===== src/rtl/gpio_mport_pkg.sv =====
package gpio_mport_pkg;

    localparam int PORT_PINS   = 8;
    localparam int PORT_ADDR_W = 12;
    localparam int SYNC_STAGES = 2;

    typedef enum logic [1:0] {
        SEL_NONE = 2'd0,
        SEL_DATA = 2'd1,
        SEL_DIR  = 2'd2
    } reg_sel_e;

    // New latch value: selected output pins take the write data, all others hold.
    function automatic logic [PORT_PINS-1:0] merge_pins(
        input logic [PORT_PINS-1:0] cur,
        input logic [PORT_PINS-1:0] wdata,
        input logic [PORT_PINS-1:0] take
    );
        return (cur & ~take) | (wdata & take);
    endfunction

endpackage


===== src/rtl/gpio_mport_decode.sv =====
module gpio_mport_decode
    import gpio_mport_pkg::*;
#(
    parameter int NPINS      = PORT_PINS,
    parameter int ADDR_W     = PORT_ADDR_W,
    parameter int DIR_OFFSET = 'h400
) (
    input  logic [ADDR_W-1:0] addr,
    output reg_sel_e          sel,
    output logic [NPINS-1:0]  mask
);
    localparam int WIN_TOP = NPINS + 2;
    localparam logic [ADDR_W-3:0] DIR_WORD = ADDR_W'(DIR_OFFSET) >> 2;

    logic in_window;
    logic is_dir;
    logic [1:0] unused_byte_lane;

    assign unused_byte_lane = addr[1:0];
    assign in_window = (addr[ADDR_W-1:WIN_TOP] == '0);
    assign is_dir    = (addr[ADDR_W-1:2] == DIR_WORD);
    assign mask      = in_window ? addr[WIN_TOP-1:2] : '0;

    always_comb begin
        if (in_window)   sel = SEL_DATA;
        else if (is_dir) sel = SEL_DIR;
        else             sel = SEL_NONE;
    end
endmodule


===== src/rtl/gpio_mport_sync.sv =====
module gpio_mport_sync
    import gpio_mport_pkg::*;
#(
    parameter int NPINS = PORT_PINS
) (
    input  logic             clk,
    input  logic             rst,
    input  logic [NPINS-1:0] d,
    output logic [NPINS-1:0] q
);
    logic [NPINS-1:0] stage [SYNC_STAGES];

    genvar s;
    generate
        for (s = 0; s < SYNC_STAGES; s++) begin : g_stage
            if (s == 0) begin : g_first
                always_ff @(posedge clk) begin
                    if (rst) stage[s] <= '0;
                    else     stage[s] <= d;
                end
            end else begin : g_next
                always_ff @(posedge clk) begin
                    if (rst) stage[s] <= '0;
                    else     stage[s] <= stage[s-1];
                end
            end
        end
    endgenerate

    assign q = stage[SYNC_STAGES-1];

    // The window below counts cycles since reset, so the latency check starts
    // only once the chain holds real samples.
    logic [1:0] warm;
    always_ff @(posedge clk) begin
        if (rst)              warm <= '0;
        else if (warm != 2'd2) warm <= warm + 2'd1;
    end

    assert_sync_latency_R7: assert property (@(posedge clk) disable iff (rst)
        (warm == 2'd2) |-> (q == $past(d, 2)));
endmodule


===== src/rtl/gpio_mport_regs.sv =====
module gpio_mport_regs
    import gpio_mport_pkg::*;
#(
    parameter int NPINS = PORT_PINS
) (
    input  logic             clk,
    input  logic             rst,
    input  logic             we,
    input  reg_sel_e         sel,
    input  logic [NPINS-1:0] mask,
    input  logic [NPINS-1:0] wdata,
    output logic [NPINS-1:0] dir_q,
    output logic [NPINS-1:0] lat_q
);
    logic [NPINS-1:0] take;
    logic data_wr;
    logic dir_wr;

    assign data_wr = we && (sel == SEL_DATA);
    assign dir_wr  = we && (sel == SEL_DIR);
    assign take    = data_wr ? (mask & dir_q) : '0;

    always_ff @(posedge clk) begin
        if (rst)         dir_q <= '0;
        else if (dir_wr) dir_q <= wdata;
    end

    always_ff @(posedge clk) begin
        if (rst) lat_q <= '0;
        else     lat_q <= merge_pins(lat_q, wdata, take);
    end

    assert_dir_load_R2: assert property (@(posedge clk) disable iff (rst)
        dir_wr |=> (dir_q == $past(wdata)));

    assert_selected_take_R3: assert property (@(posedge clk) disable iff (rst)
        data_wr |=> (((lat_q ^ $past(wdata)) & $past(mask & dir_q)) == '0));

    assert_unselected_hold_R3: assert property (@(posedge clk) disable iff (rst)
        data_wr |=> (((lat_q ^ $past(lat_q)) & ~$past(mask)) == '0));

    assert_input_hold_R4: assert property (@(posedge clk) disable iff (rst)
        1'b1 |=> (((lat_q ^ $past(lat_q)) & ~$past(dir_q)) == '0));
endmodule


===== src/rtl/gpio_mport.sv =====
module gpio_mport
    import gpio_mport_pkg::*;
#(
    parameter int NPINS      = PORT_PINS,
    parameter int ADDR_W     = PORT_ADDR_W,
    parameter int DIR_OFFSET = 'h400
) (
    input  logic              clk,
    input  logic              rst,
    input  logic [ADDR_W-1:0] bus_addr,
    input  logic [NPINS-1:0]  bus_wdata,
    input  logic              bus_we,
    output logic [NPINS-1:0]  bus_rdata,
    input  logic [NPINS-1:0]  pin_in,
    output logic [NPINS-1:0]  pin_oe,
    output logic [NPINS-1:0]  pin_out
);
    reg_sel_e         sel;
    logic [NPINS-1:0] mask;
    logic [NPINS-1:0] dir_q;
    logic [NPINS-1:0] lat_q;
    logic [NPINS-1:0] pad_sync;
    logic [NPINS-1:0] win_rd;

    gpio_mport_decode #(
        .NPINS(NPINS), .ADDR_W(ADDR_W), .DIR_OFFSET(DIR_OFFSET)
    ) u_decode (
        .addr(bus_addr), .sel(sel), .mask(mask)
    );

    gpio_mport_sync #(.NPINS(NPINS)) u_sync (
        .clk(clk), .rst(rst), .d(pin_in), .q(pad_sync)
    );

    gpio_mport_regs #(.NPINS(NPINS)) u_regs (
        .clk(clk), .rst(rst), .we(bus_we), .sel(sel), .mask(mask),
        .wdata(bus_wdata), .dir_q(dir_q), .lat_q(lat_q)
    );

    genvar p;
    generate
        for (p = 0; p < NPINS; p++) begin : g_rd
            assign win_rd[p] = mask[p] & (dir_q[p] ? lat_q[p] : pad_sync[p]);
        end
    endgenerate

    always_comb begin
        case (sel)
            SEL_DATA: bus_rdata = win_rd;
            SEL_DIR:  bus_rdata = dir_q;
            default:  bus_rdata = '0;
        endcase
    end

    assign pin_oe  = dir_q;
    assign pin_out = lat_q;

    assert_reset_state_R1: assert property (@(posedge clk)
        rst |=> (pin_oe == '0 && pin_out == '0));

    assert_undecoded_read_R8: assert property (@(posedge clk) disable iff (rst)
        (sel == SEL_NONE) |-> (bus_rdata == '0));

    assert_undecoded_write_R8: assert property (@(posedge clk) disable iff (rst)
        (bus_we && sel == SEL_NONE) |=> ($stable(pin_out) && $stable(pin_oe)));

    assert_unselected_zero_R5: assert property (@(posedge clk) disable iff (rst)
        (sel == SEL_DATA) |-> ((bus_rdata & ~mask) == '0));

    assert_output_read_R6: assert property (@(posedge clk) disable iff (rst)
        (sel == SEL_DATA) |-> ((bus_rdata & mask & pin_oe) == (pin_out & mask & pin_oe)));
endmodule


===== config.mk =====
export PLATFORM = sky130hd
export DESIGN_NAME = gpio_mport
export DESIGN_NICKNAME = d
export VERILOG_FILES = /design/src/rtl/gpio_mport_pkg.sv /design/src/rtl/gpio_mport_decode.sv /design/src/rtl/gpio_mport_sync.sv /design/src/rtl/gpio_mport_regs.sv /design/src/rtl/gpio_mport.sv
export SDC_FILE = /design/constraint.sdc
export NUM_CORES = 1
export LEC_CHECK = 0
export BUFFER_PORTS_ARGS = -buffer_cell sky130_fd_sc_hd__buf_2
export CELL_PAD_IN_SITES_DETAIL_PLACEMENT = 0
export CELL_PAD_IN_SITES_GLOBAL_PLACEMENT = 1
export CORE_UTILIZATION = 37
export CTS_CLUSTER_SIZE = 12
export DETAILED_ROUTE_END_ITERATION = 10
export GPL_ROUTABILITY_DRIVEN = 0
export PLACE_DENSITY = 0.88
export SLEW_MARGIN = 20
export SYNTH_ARGS = -nofsm -noshare
export SYNTH_HDL_FRONTEND = slang
export SYNTH_SLANG_ARGS = --single-unit

===== constraint.sdc =====
create_clock -name clk -period 1.86 [get_ports clk]
set_input_delay 0.186 -clock clk [delete_from_list [all_inputs] [get_ports clk]]
set_output_delay 0.186 -clock clk [all_outputs]
set_load 0.02 [all_outputs]

==> impl_metrics.toml <==
[detailed_routing]
drc = 0
dr.pass1.iters = 4
avgRoutedWirePerCell_um = 11.47
ant_nets = 0
wirelength_mm = 2.914
drt-vias-per-instance = 4.819
drtIter0Drc = 60
num_vias = 1224

[clock_network]
root_buffer = "clkbuf_8"
htreeDepth = 2
cts_buffers = 5
cts_resized = 0
clockBufferDepth = 2
post-cts-setup-buffers = 0
hold_buffers = 0
cts_tree = "done"
clkTransAtPathRegs_ns = 0.06
clock-sinks = 32
clk-insertion-delay-late_ns = 0.28

[synthesis]
syn_avg_cell_area_sq_um = 9.267
async_flop_share_pct = 0
yosysTopAreaCell = "dfxtp_1"
synth.cell_area_sq_um = 1390
yosysMostFrequentCell = "dfxtp_1"
synth.yosys.seq_area_share_pct = 46.08
synth_cells = 150
ys_seq_elements = 32
yosys-top-cells-area = "dfxtp_1 (46%), a31oi_1 (7.2%), nand2b_1 (7.2%)"
yosysTopAreaCellShare_pct = 46.08
synth_edf_count = 0
synthDistinctLibCells = 18
synth.net_count = 181
yosysWarnings = 0
netlist_top_cells_count = "dfxtp_1 (32), a31oi_1 (16), nand2b_1 (16), nor2b_1 (16), nand3_1 (9)"
synth_ff_type = "dfxtp_1"

[timing]
min_period_ns = 1.698
relSlewSlack_pct = 61.58
fmax_mhz = 588.9
tightest_slew_ns = 0.5763
drv_slew = 0
rsz0062_at_grt = "false"
fin_setup_tns_ns = 0
final-hold-violation-count = 0
clock_skew_ns = 0.002347
period_share_pct = 91.30
hold_ws_ns = 0.1105
setup_viol = 0

[cells_and_area]
nFillCells = 359
drive_above_1_share_pct = 36.54
num_antenna_cells = 0
final_cells = 254
area_growth_pct = 30.15
nets = 238

[die]
fp.dieW_um = 63.30
rows = 21
start_util_pct = 40.08
die_h_um = 63.30
coreArea_sq_um = 3468
fp.dieArea_sq_um = 4006
ios = 55

[placed_design]
hpwl_mm = 2.146
port_buffers = 52
placedCellCount = 246

[run_status]
run_status = "complete, no violations"

[setup_path]
startpoint_type = "input pin"
cp.required_ns = 1.67
cp.arrival_ns = 1.51
worst-setup-path-type = "input pin to output port"
crit_fanout = 5
reg2reg_depth = 3
worstSetupEndpointType = "output port"
r2r-start = "u_regs.dir_q[0]"
ff2ff_setup_slack_ns = 0.91

[run]
cap_violations = 0

[global_routing]
grt_pass1_vias = 1146
grtUsageTotal_pct = 15.67
grt_start_max_net_pins = 41
antenna_found_initial = 0
grt_overflow_total = 0
grt_pass1_wl_mm = 4.926

[min_path]
min_path_cells = 2
hold_path_class = "input pin to flop"
whs_endpoint = "u_sync.stage[0][2]"
worstHoldStart = "pin_in[2]"

[pwr]
powerDensity_nw_per_um2 = 748.0
leakagePower_nw = 0.7510
max-vdd-ir-drop_mv = 0.4747
-- where the power goes --
group | internal, W | switching, W | leakage, nW
combinational | 0.0000459 | 0.0000551 | 0.445
sequential | 0.000701 | 0.00000398 | 0.261
clock | 0.000300 | 0.000247 | 0.0445
-- worst max path at each step --
| stage | end | cells past startpoint | start |
|---|---|---|---|
| 2_1_floorplan | bus_rdata[0] | 4 | bus_addr[11] |
| 3_3_place_gp | bus_rdata[5] | 6 | bus_addr[5] |
| 3_5_place_dp | bus_rdata[6] | 6 | bus_addr[5] |
| 4_1_cts | bus_rdata[6] | 6 | bus_addr[5] |
| 5_1_grt | bus_rdata[6] | 6 | bus_addr[5] |
| 6_report | bus_rdata[6] | 6 | bus_addr[5] |
-- per-layer routing --
metal	share of wire (%)	track usage, %	vias up
met3	7.2	5.435	3
met4	0.93	5.114	0
met5	0	0	-
met1	50	19.53	532
li1	-	-	644
met2	42	25.13	45
-- worst max-delay path, cell delays in order --
cell	delay [ns]
buf_2	0.13
nor4_2	0.33
nand3_1	0.29
buf_4	0.23
a31oi_1	0.15
buf_2	0.18
-- layout by cell type, fill, tap and decap left out, drive strengths merged, types with 9 or more instances in the layout --
cell    instances
nand3           9
dfxtp          32
nand2b         16
a31oi          16
buf            58
nor2b          16
-- area by class of cell --
type	count	area, sq um	area share, %
Clock buffer	7	86.33	4.772
Tap cell	46	57.56	3.181
Sequential cell	32	640.6	35.41
Multi-Input combinational cell	102	681.9	37.69
Clock inverter	1	7.507	0.4149
Inverter	8	30.03	1.660
Timing Repair Buffer	58	305.3	16.87
-- stage by stage --
stage | setup WS (ns) | util, % | cell area [sq um] | total power (W)
after floorplan | 0.4915 | - | 1390 | 0.0007645
after global placement | 0.2133 | 49.46 | 1715 | 0.0008221
after detailed placement | 0.1419 | 49.46 | 1715 | 0.0008221
final | 0.1619 | 52.16 | 1809 | 0.001353
after global routing | 0.01812 | 52.16 | 1809 | 0.001418
after CTS | 0.1495 | 52.16 | 1809 | 0.001368
-- kinds of logic (layout without fill, tap and decap cells) --
family | Yosys count | in the layout | synth area share (%)
compound gates | 32 | 32 | 15.12
buf+inv | 16 | 74 | 5.041
flops | 32 | 32 | 46.08
mux | 8 | 8 | 5.761
simple gates | 62 | 62 | 27.99
No activity file was read; power rests on OpenSTA's default activity.
